**src/rtl/dma_req_ctrl.sv**
```systemverilog
module dma_req_ctrl #(
  parameter int NCH  = 2,
  parameter int AW   = 16,
  parameter int CW   = 16,
  parameter int DW   = 16,
  parameter int SELW = 4,
  localparam int NSRC = 2 ** (SELW + 1),
  localparam int CHW  = (NCH > 1) ? $clog2(NCH) : 1
) (
  input  logic            clk,
  input  logic            rst_n,
  input  logic            wr_en,
  input  logic [CHW-1:0]  wr_ch,
  input  logic [2:0]      wr_addr,
  input  logic [DW-1:0]   wr_data,
  input  logic [CHW-1:0]  rd_ch,
  input  logic [2:0]      rd_addr,
  output logic [DW-1:0]   rd_data,
  input  logic [NSRC-1:0] per_req,
  output logic [NCH-1:0]  xfer_start,
  input  logic [NCH-1:0]  xfer_done
);
  localparam logic [2:0] A_CTRL = 3'd0, A_SEL = 3'd1, A_SAR = 3'd2, A_DAR = 3'd3,
                         A_RLD  = 3'd4, A_PTR = 3'd5, A_CNT = 3'd6;

  logic [NCH-1:0]    en_v, pend_v, busy_v, evt_v;
  logic [NCH*CW-1:0] cnt_v, rld_v;
  logic [DW-1:0]     ch_rd [NCH];

  for (genvar c = 0; c < NCH; c++) begin : g_ch
    logic          en_q, pend_q, sfwd_q, dfwd_q, busy_q, lvl_q;
    logic [SELW:0] src_q;
    logic [AW-1:0] sar_q, dar_q, ptr_q;
    logic [CW-1:0] rld_q, cnt_q;

    wire hit    = wr_en && (wr_ch == CHW'(c));
    wire w_ctrl = hit && wr_addr == A_CTRL;
    wire w_sel  = hit && wr_addr == A_SEL;
    wire reload = w_ctrl && wr_data[0];
    wire sw_evt = w_sel && wr_data[SELW:0] == '0 && wr_data[SELW+1];
    wire lvl    = per_req[src_q];
    wire pe_evt = (src_q != '0) && lvl && !lvl_q;
    wire evt    = sw_evt || pe_evt;
    wire start  = en_q && pend_q && !busy_q;
    wire fin    = xfer_done[c] && busy_q;

    always_ff @(posedge clk or negedge rst_n) begin
      if (!rst_n) begin
        en_q <= 1'b0; pend_q <= 1'b0; sfwd_q <= 1'b0; dfwd_q <= 1'b0;
        busy_q <= 1'b0; lvl_q <= 1'b0; src_q <= '0;
        sar_q <= '0; dar_q <= '0; ptr_q <= '0; rld_q <= '0; cnt_q <= '0;
      end else begin
        lvl_q <= lvl;
        if (evt)                          pend_q <= 1'b1;
        else if (start)                   pend_q <= 1'b0;
        else if (w_ctrl && !wr_data[1])   pend_q <= 1'b0;
        if (w_ctrl) begin
          en_q   <= wr_data[0];
          sfwd_q <= wr_data[2];
          dfwd_q <= wr_data[3];
        end
        if (w_sel)                   src_q <= wr_data[SELW:0];
        if (hit && wr_addr == A_SAR) sar_q <= wr_data[AW-1:0];
        if (hit && wr_addr == A_DAR) dar_q <= wr_data[AW-1:0];
        if (hit && wr_addr == A_RLD) rld_q <= wr_data[CW-1:0];
        if (start)    busy_q <= 1'b1;
        else if (fin) busy_q <= 1'b0;
        if (reload) begin
          cnt_q <= rld_q;
          if (wr_data[2])      ptr_q <= sar_q;
          else if (wr_data[3]) ptr_q <= dar_q;
        end else if (fin) begin
          cnt_q <= cnt_q - 1'b1;
          if (sfwd_q || dfwd_q) ptr_q <= ptr_q + 1'b1;
        end
      end
    end

    assign xfer_start[c] = start;
    assign en_v[c]   = en_q;
    assign pend_v[c] = pend_q;
    assign busy_v[c] = busy_q;
    assign evt_v[c]  = evt;
    assign cnt_v[c*CW +: CW] = cnt_q;
    assign rld_v[c*CW +: CW] = rld_q;

    assign ch_rd[c] = (rd_addr == A_CTRL) ? DW'({dfwd_q, sfwd_q, pend_q, en_q}) :
                      (rd_addr == A_SEL)  ? DW'(src_q) :
                      (rd_addr == A_SAR)  ? DW'(sar_q) :
                      (rd_addr == A_DAR)  ? DW'(dar_q) :
                      (rd_addr == A_RLD)  ? DW'(rld_q) :
                      (rd_addr == A_PTR)  ? DW'(ptr_q) :
                      (rd_addr == A_CNT)  ? DW'(cnt_q) : '0;
  end

  assign rd_data = ch_rd[rd_ch];
endmodule

```
**config.mk**
```make
export PLATFORM = sky130hd
export DESIGN_NAME = dma_req_ctrl
export DESIGN_NICKNAME = d
export VERILOG_FILES = /design/src/rtl/dma_req_ctrl.sv
export SDC_FILE = /design/constraint.sdc
export NUM_CORES = 1
export LEC_CHECK = 0
export CAP_MARGIN = 5
export CORE_ASPECT_RATIO = 1.4
export CORE_MARGIN = 8
export CORE_UTILIZATION = 65
export CTS_BUF_LIST = sky130_fd_sc_hd__clkbuf_4
export CTS_CLUSTER_SIZE = 8
export DETAILED_ROUTE_END_ITERATION = 16
export DONT_BUFFER_PORTS = 1
export PLACE_DENSITY = 0.81
export RECOVER_POWER = 25
export SYNTH_ARGS = -nofsm -noshare
export SYNTH_HDL_FRONTEND = slang
export SYNTH_SLANG_ARGS = --single-unit
```
**constraint.sdc**
```tcl
create_clock -name clk -period 1.95 [get_ports clk]
set_input_delay 0.0975 -clock clk [delete_from_list [all_inputs] [get_ports clk]]
set_output_delay 0.0975 -clock clk [all_outputs]
set_load 0.005 [all_outputs]
```
* Word-level counts from Yosys, hierarchy flattened
Cells that the tools add are included.
** Operators by class
- $add $sub $neg :: 4
- Multiply operators :: 0
- Divide/modulo/power cells :: 0
- Order comparisons :: 3
- Equality and inequality tests :: 12
- Shifts and indexed selects :: 0
- Muxes and demuxes :: 45
- Bitwise operators :: 2
- Reductions and logical operators :: 54
** Operator list (number)
- $mux 16 :: 31
- $add 16x1->16 const B :: 2
- $sub 16x1->16 const B :: 2
- $logic_and 1x1->1 :: 30
- $eq 3x2->1 const B :: 4
- $eq 3x3->1 const B :: 4
- $lt 5x6->1 const B :: 2
- $mux 1 :: 12
- $reduce_bool 2->1 :: 6
- $bmux 1 s5 :: 2
- $reduce_bool 5->1 :: 2
- $eq 3x1->1 const B :: 2
- $logic_not 3->1 :: 2
- $ne 3x3->1 const B :: 2
- $reduce_and 3->1 :: 2
- $reduce_bool 3->1 :: 2
- $logic_not 1->1 :: 5
- $logic_not 5->1 :: 1
- $logic_or 1x1->1 :: 4
- $ge 2x2->1 const B :: 1
- $not 1->2 :: 1
- $not 1->1 :: 1
** Storage, ports and cells
- Register bits after elaboration :: 182
- Bits in latches :: 0
- Bits in writable memories :: 0
- ROM bits :: 0
- Input bits :: 61
- Output and inout port bits :: 18
- Word-level logic and storage cells :: 144
- Memories kept :: 0

* Depth between registers and ports, before layout
Gate-level depths: netlist (run 1).
- Depth in word-level cells :: 11
- Depth in mapped cells :: 9
- Mapped depth without buffers :: 7

* Least setup slack after synthesis (run 1)
Ideal clock, no wire load.
- Kind :: register -> register
- Start point :: register g_ch[1].cnt_q[0]
- End point :: register g_ch[1].cnt_q[8]
- Library setup time :: 0.133 ns
- Arrival time :: 1.670 ns
- Required time :: 1.817 ns
- Slack :: 0.147 ns
- Stages on the path, launching flop included :: 9
- Buffers on the path :: 1
- Clock period less this slack :: 1.803 ns
- Path through :: dfrtp_1 inv_1 ha_1 nand3_1 or4_1 clkbuf_1 nor4_1 xnor2_1 o21ai_0
** Between the ends
- Cells in the longest elaborated chain, start to end :: 3
** RTL lines
- start: declaration :: RTL line 34 : logic [CW-1:0] rld_q, cnt_q;
- start signal: assignment :: RTL line 69 : cnt_q <= rld_q;
- start signal: assignment :: RTL line 73 : cnt_q <= cnt_q - 1'b1;
- $sub 16x1->16 :: RTL line 73
- $mux 16 :: RTL line 72 : end else if (fin) begin
- $mux 16 :: RTL line 68 : if (reload) begin
Every way passes these cells. The select of a mux whose other input is x is not followed.
A chain may end at the register's enable or synchronous reset.

* Final worst setup path (run 1)
- Start point :: register g_ch[0].dfwd_q
- End point :: output port rd_data[3]
** Between the ends
- Cells in the longest elaborated chain, start to end :: 4
** RTL lines
- start: declaration :: RTL line 31 : logic en_q, pend_q, sfwd_q, dfwd_q, busy_q, lvl_q;
- start signal: assignment :: RTL line 60 : dfwd_q <= wr_data[3];
- $mux 16 :: RTL line 87 : assign ch_rd[c] = (rd_addr == A_CTRL) ? DW'({dfwd_q, sfwd_q, pend_q, en_q}) :
- $mux 16 (not written as such) (3 in series) :: RTL line 96 : assign rd_data = ch_rd[rd_ch];
- end: declaration :: RTL line 18 : output logic [DW-1:0] rd_data,
Every way passes these cells. The select of a mux whose other input is x is not followed.

==> impl_metrics.csv, run 1 <==
group,metric,value,unit
setup_path,cp.arrival,1.97,ns
grt,grt_start_max_net_pins,183,
cts,cts_root_buf,"clkbuf_4",
pwr,p_int,8.10,mW
layout,instances_no_fill,1493,
routing,viasPerCell,6.84,
run,maxCapViolations,0,
timing,finClkSkew,0.0165,ns
setup_path,ff2ff_setup_slack,-0.05,ns
logic_synthesis,synth_edf_count,0,
timing,tightest_slew,0.871,ns
logic_synthesis,synth_ff_type,"dfrtp_1",
setup_path,critPathRequiredTime,1.85,ns
routing,wire_per_inst,24.2,um
grt,grt-ovfl-total,0,
hold_path,holdCritPathClass,"primary input to async pin",
timing,fmax,0.483,GHz
routing,vias,10200,
logic_synthesis,ys_seq_elements,182,
run_status,violations,"negative hold slack, negative setup slack",
layout,regArea,0.00457,mm2
logic_synthesis,synthArstFlopShare,100,%
die,core,0.0172,mm2
setup_path,worstSetupEndpoint,"rd_data[3]",
logic_synthesis,synth.distinct_cells,67,
run_status,outcome,"finished with violations",
layout,nets,1308,
pwr,power_frac_seq,46.3,%
place,portBuffers,0,
logic_synthesis,synth_nets,1227,
place,dp.cells,1343,
cts,cts_sinks,182,
logic_synthesis,synth_largest_area_cell,"dfrtp_1",
die,dieArea,0.0219,mm2
cts,cts_tree,"built",
cts,clk_latency,0.60,ns
logic_synthesis,yosysWarnings,0,
layout,fin_util,76.3,%
layout,area_delta_synth_final,16.3,%
die,die_x,127,um
setup_path,r2r-end,"g_ch[1].cnt_q[14]$_DFFE_PN0P_",
timing,fin_ws,-0.122,ns
logic_synthesis,synth_cells,1162,
die,die_h,172,um
grt,antenna_found_initial,2,
logic_synthesis,synth_most_common_cell,"dfrtp_1",
place,dpl_cell_area,0.0115,mm2
setup_path,path_max_fanout,3,
routing,drc,0,
timing,finalSetupViolCount,6,
place,dp_hpwl,22000,um
setup_path,start_kind,"flip-flop",
setup_path,startpoint,"g_ch[0].dfwd_q$_DFFE_PN0N_",
cts,clkTransAtPathRegs,0.14,ns
die,io_pins,79,
logic_synthesis,syn_area,0.0113,mm2
layout,drive_above_1_share,29.3,%
timing,hold_ws,-0.833,ns
place,gp_congestion,0.900,
die,row_count,57,
timing,timing_hold_violations_final,182,
timing,fin_crit,2.07,ns
logic_synthesis,synth_common_cells,"dfrtp_1 (182), mux2_2 (138), nand2_1 (109)",
setup_path,ff2ff_path_depth,7,
routing,drtAntennaViolNets,0,
routing,drt_iter0_drc,1369,
setup_path,r2r_start,"g_ch[1].cnt_q[5]$_DFFE_PN0P_",
grt,first_global_vias,9910,
pwr,ir_drop,0.000535,V
timing,drv_slew,0,
layout,design_area,0.0131,mm2
grt,track_usage,32.0,%
logic_synthesis,avgSynthCellArea,9.71,um2
timing,rsz0062_at_grt,"true",
cts,cts_buffer_depth,2,
pwr,power_density,955,mW/mm2
logic_synthesis,yosysTopAreaCellShare,40.4,%
pwr,leakagePower,5.44,nW
setup_path,crit_type,"flip-flop to output port",
logic_synthesis,synth-seq-area-share,40.4,%
timing,tns,-0.314,ns
pwr,p_sw,4.43,mW
die,start_util,65.7,%
pwr,clkPwrFrac,16.7,%
cts,cts_made_buffers,17,
layout,multi_input_area,0.00655,mm2
grt,grt_pass1_wl,54000,um
pwr,comb_power_share,36.9,%
pwr,p_total,12.5,mW
timing,relSlewSlack,41.8,%
cts,cts_max_level,4,
logic_synthesis,yosys-top-cells-area,"dfrtp_1 (40%), mux2_2 (14%), mux2i_1 (5.3%)",
setup_path,cp-end-kind,"output port",
timing,fin_crit_sh,106,%
routing,wirelength,36100,um
routing,drt_first_pass_iters,8,
layout,nFillCells,1143,
pwr,switching_share,35.4,%
what timing repair did:
| action | 4_1_cts | 5_1_grt |
|---|---|---|
| pin swaps | 20 | 45 |
| hold endpoints to repair | 346 | 184 |
| endpoints found under the setup margin | 17 | 28 |
| buffers inserted | 34 | 34 |
| gates cloned | 0 | 2 |
| gates resized for setup | 74 | 50 |
| hold buffers | 56 | 2 |
layout make-up:
type	count	share of cell area [%]
Inverter	17	0.486
Antenna cell	2	0.0381
Tap cell	236	2.25
Clock buffer	21	1.20
Multi-Input combinational cell	871	49.9
Timing Repair Buffer	154	10.5
Clock inverter	10	0.820
Sequential cell	182	34.8
placed cells by master (no fill, tap or decap), types with 20 or more instances in the layout:
cell type,Yosys,layout
dfrtp_1,182,171
mux2_2,138,133
nand2_1,109,105
buf_4,6,98
a21oi_1,103,86
mux2i_1,60,57
o21ai_0,65,52
nand3b_1,47,47
dlygate4sd3_1,0,47
nor2_1,47,44
nor2b_1,29,28
xnor2_1,21,21
nand3_1,21,21
clkbuf_4,0,21
a21boi_2,1,20
worst min path at each step:
stage / from / end / slack [ns] / cells past startpoint
4_1_cts: rst_n / g_ch[1].cnt_q[2]$_DFFE_PN0P_ / -0.85 / 0
3_5_place_dp: rst_n / g_ch[1].cnt_q[11]$_DFFE_PN0P_ / -0.19 / 0
5_1_grt: rst_n / g_ch[1].cnt_q[12]$_DFFE_PN0P_ / -0.87 / 0
3_3_place_gp: rst_n / g_ch[1].cnt_q[11]$_DFFE_PN0P_ / -0.19 / 0
2_1_floorplan: rst_n / g_ch[0].busy_q$_DFFE_PN0P_ / -0.20 / 0
6_report: rst_n / g_ch[1].cnt_q[12]$_DFFE_PN0P_ / -0.83 / 0
state kept, by name, summed over array words and instances, names as in the netlist, 10 cells and up:
signal	cells
g_ch.src_q	10
g_ch.rld_q	32
g_ch.sar_q	32
g_ch.cnt_q	32
g_ch.dar_q	32
g_ch.ptr_q	32
worst max-delay path, cell delays in order (launching register included):
cell	delay (ns)
dfrtp_1	0.44
mux2_2	0.28
a21oi_1	0.26
o21ai_2	0.14
a21oi_2	0.17
nor2_2	0.07
power by group through the flow:
stage	clock [mW]	combinational [mW]	sequential, mW
floorplan	0	2.70	5.58
global placement	0	3.07	5.95
detailed placement	0	3.17	6.01
CTS	2.11	4.04	5.75
global route	2.24	4.95	5.91
finish	2.10	4.63	5.81
per-stage QoR:
step	setup WS, ns	hold slack [ns]
floorplan	0.147	-0.198
global placement	0.112	-0.189
detailed placement	0.0240	-0.189
CTS	-0.0610	-0.845
global route	-0.200	-0.873
finish	-0.122	-0.833
layer usage:
| metal | vias up | global-route usage [%] | share of wire (%) |
|---|---|---|---|
| met5 | - | 0 | 0 |
| met3 | 182 | 7.38 | 8.4 |
| met1 | 4986 | 35.1 | 35 |
| met2 | 643 | 53.8 | 49 |
| li1 | 4400 | - | - |
| met4 | 0 | 23.7 | 7.8 |
kinds of logic (layout without fill, tap and decap cells):
logic type      count (synthesis)  after routing  synth area share [%]
compound gates                304            304                  16.8
mux                           203            203                  20.1
flops                         182            182                  40.4
fa+ha+maj                       4              4                 0.443
xor+xnor                       28             28                  2.17
other cells                     0              2                     0
simple gates                  332            332                  15.8
buf+inv                       109            202                  4.40
(Power assumes the default switching activity.)
==> run 2: changes to the inputs <==
--- a/config.mk
+++ b/config.mk
@@ -10,11 +10,12 @@
 export CORE_MARGIN = 8
 export CORE_UTILIZATION = 65
 export CTS_BUF_LIST = sky130_fd_sc_hd__clkbuf_4
-export CTS_CLUSTER_SIZE = 8
+export CTS_CLUSTER_SIZE = 14
 export DETAILED_ROUTE_END_ITERATION = 16
 export DONT_BUFFER_PORTS = 1
 export PLACE_DENSITY = 0.81
 export RECOVER_POWER = 25
+export REMOVE_ABC_BUFFERS = 1
 export SYNTH_ARGS = -nofsm -noshare
 export SYNTH_HDL_FRONTEND = slang
 export SYNTH_SLANG_ARGS = --single-unit
==> constraint.sdc (replaced) <==
create_clock -name clk -period 1.95 [get_ports clk]
set_input_delay 0.195 -clock clk [delete_from_list [all_inputs] [get_ports clk]]
set_output_delay 0.195 -clock clk [all_outputs]
set_load 0.005 [all_outputs]
==> run 2 against run 1 <==
The run still ends with negative hold slack, negative setup slack left. Core utilization is 1.1 points lower. Setup slack worse by 0.14 ns. Non-clock buffer count is 23 lower. Total power is 1.5% higher. Register-to-register slack worse by 0.05 ns. Via count is 1.8% lower. Global-route usage is 0.34 points higher. Sequential cell count stayed put. Wire length is 1.2% lower. Hold slack better by 0.11 ns. Largest cell class unchanged. Largest power group unchanged.
==> impl_metrics.csv, run 2 (synthesis results as in run 1) <==
group,metric,value,unit
timing,finClkSkew,0.0225,ns
cts,cts_buffer_depth,2,
routing,drt_first_pass_iters,6,
setup_path,r2r-end,"g_ch[1].cnt_q[11]$_DFFE_PN0P_",
layout,area_delta_synth_final,14.6,%
setup_path,startpoint,"g_ch[1].cnt_q[6]$_DFFE_PN0P_",
timing,drv_slew,0,
pwr,power_frac_seq,45.7,%
run_status,violations,"negative hold slack, negative setup slack",
setup_path,crit_chain,"buf_6, nand3b_1, a21boi_1, buf_4, o22ai_2, a22o_1, a21oi_2, buf_4",
cts,cts_made_buffers,17,
grt,grt-ovfl-total,0,
cts,cts_root_buf,"clkbuf_4",
setup_path,critPathSlowestCell,"dfrtp_1",
pwr,leakagePower,5.37,nW
setup_path,ff2ff_setup_slack,-0.10,ns
grt,antenna_found_initial,1,
setup_path,critPathRequiredTime,1.75,ns
setup_path,ff2ff_path_depth,7,
timing,rsz0062_at_grt,"true",
place,portBuffers,0,
grt,track_usage,32.4,%
layout,nets,1285,
setup_path,path_max_fanout,2,
pwr,comb_power_share,35.5,%
place,gp_congestion,0.949,
cts,clkTransAtPathRegs,0.16,ns
die,row_count,57,
layout,drive_above_1_share,29.6,%
setup_path,r2r_start,"g_ch[1].cnt_q[1]$_DFFE_PN0P_",
pwr,p_sw,4.46,mW
grt,grt_pass1_wl,54800,um
pwr,ir_drop,0.000656,V
layout,mostFrequentLayoutCell,"dfrtp_1",
setup_path,crit_type,"flip-flop to output port",
grt,grt_start_max_net_pins,183,
die,start_util,65.7,%
setup_path,start_kind,"flip-flop",
setup_path,worstSetupEndpoint,"rd_data[6]",
timing,hold_ws,-0.723,ns
routing,wire_per_inst,24.3,um
setup_path,cp-end-kind,"output port",
pwr,p_total,12.7,mW
timing,tightest_slew,0.877,ns
run,maxCapViolations,0,
timing,fin_ws,-0.259,ns
cts,cts_max_level,4,
layout,fin_util,75.2,%
layout,final_cell_mix,"dfrtp_1 (167), mux2_2 (132), nand2_1 (102)",
cts,cts_sinks,182,
routing,drc,0,
timing,fmax,0.453,GHz
routing,drtAntennaViolNets,0,
timing,finalSetupViolCount,21,
pwr,clkPwrFrac,18.8,%
setup_path,worstSetupPathDepth,8,
timing,relSlewSlack,41.3,%
pwr,switching_share,35.0,%
cts,clk_latency,0.61,ns
grt,first_global_vias,10000,
die,dieArea,0.0219,mm2
setup_path,path_buf_inv,3,
cts,cts_tree,"built",
place,dp_hpwl,22100,um
pwr,p_int,8.27,mW
setup_path,cpLargestDelayFamily,"compound AO/OA/AOI/OAI gates",
timing,fin_crit_sh,113,%
timing,timing_hold_violations_final,182,
die,io_pins,79,
die,core,0.0172,mm2
routing,drt_iter0_drc,1466,
die,die_x,127,um
timing,fin_crit,2.21,ns
routing,wirelength,35700,um
routing,viasPerCell,6.82,
die,die_h,172,um
place,dp_slack,0.0555,ns
routing,vias,10000,
run_status,outcome,"finished with violations",
setup_path,cp.arrival,2.01,ns
hold_path,holdCritPathClass,"primary input to async pin",
pwr,power_density,984,mW/mm2
setup_path,critPathMostFrequentCell,"buf_4",
setup_path,cpPeakStageDelay,0.40,ns
## run 2: worst reg2reg max path, cell delays in order, from the launching register on
cell	delay, ns
dfrtp_1	0.44
buf_6	0.13
or3_4	0.37
nor4_4	0.34
buf_4	0.17
nor4b_4	0.24
xnor2_1	0.17
o21ai_1	0.08
## run 2: repair_timing
| item | in CTS | in global routing |
|---|---|---|
| resized for setup | 75 | 57 |
| pin swaps | 19 | 22 |
| endpoints found under the setup margin | 16 | 32 |
| hold buffers | 29 | 1 |
| buffers inserted | 33 | 19 |
| endpoints found under the hold margin | 315 | 183 |
## run 2: power groups by stage
| stage | clock, mW | combinational (mW) | sequential, mW |
|---|---|---|---|
| floorplan | 0 | 2.42 | 5.67 |
| global placement | 0 | 3.16 | 5.90 |
| detailed placement | 0 | 3.27 | 5.96 |
| CTS | 2.40 | 4.01 | 5.75 |
| global route | 2.55 | 4.87 | 5.94 |
| finish | 2.39 | 4.52 | 5.82 |
## run 2: final cells by class
class	instances	area, um2
Clock inverter	13	180
Inverter	17	66.3
Clock buffer	19	143
Multi-Input combinational cell	871	6560
Antenna cell	1	2.50
Tap cell	236	295
Fill cell	1192	4250
Sequential cell	182	4570
Timing Repair Buffer	131	1120
## run 2: worst min-delay path by stage
stage                     start  cells after the start  slack, ns                            end
after floorplan           rst_n                      0      -0.10     g_ch[0].busy_q$_DFFE_PN0P_
after global placement    rst_n                      0      -0.09  g_ch[0].ptr_q[13]$_DFFE_PN0P_
after detailed placement  rst_n                      0      -0.09  g_ch[0].ptr_q[11]$_DFFE_PN0P_
after CTS                 rst_n                      0      -0.74   g_ch[1].ptr_q[9]$_DFFE_PN0P_
after global routing      rst_n                      0      -0.76   g_ch[0].ptr_q[5]$_DFFE_PN0P_
final                     rst_n                      0      -0.72  g_ch[0].ptr_q[12]$_DFFE_PN0P_
## run 2: routing by layer
layer  vias to the layer above  GRT usage (%)  wire (um)
met2                       600           55.2      17500
met4                         0           22.2       2660
met5                         -              0          0
met3                       168           7.25       3140
li1                       4358              -          -
met1                      4899           35.6      12400
## run 2: through the flow
stage	TNS, ns	hold WS [ns]	instance area (um2)	instances
after global routing	-4.41	-0.763	12900	1470
after global placement	0	-0.0919	11600	1357
after CTS	-1.73	-0.742	12600	1449
final	-2.44	-0.723	12900	1470
after floorplan	-12.53	-0.101	10900	1070
after detailed placement	0	-0.0914	11600	1357
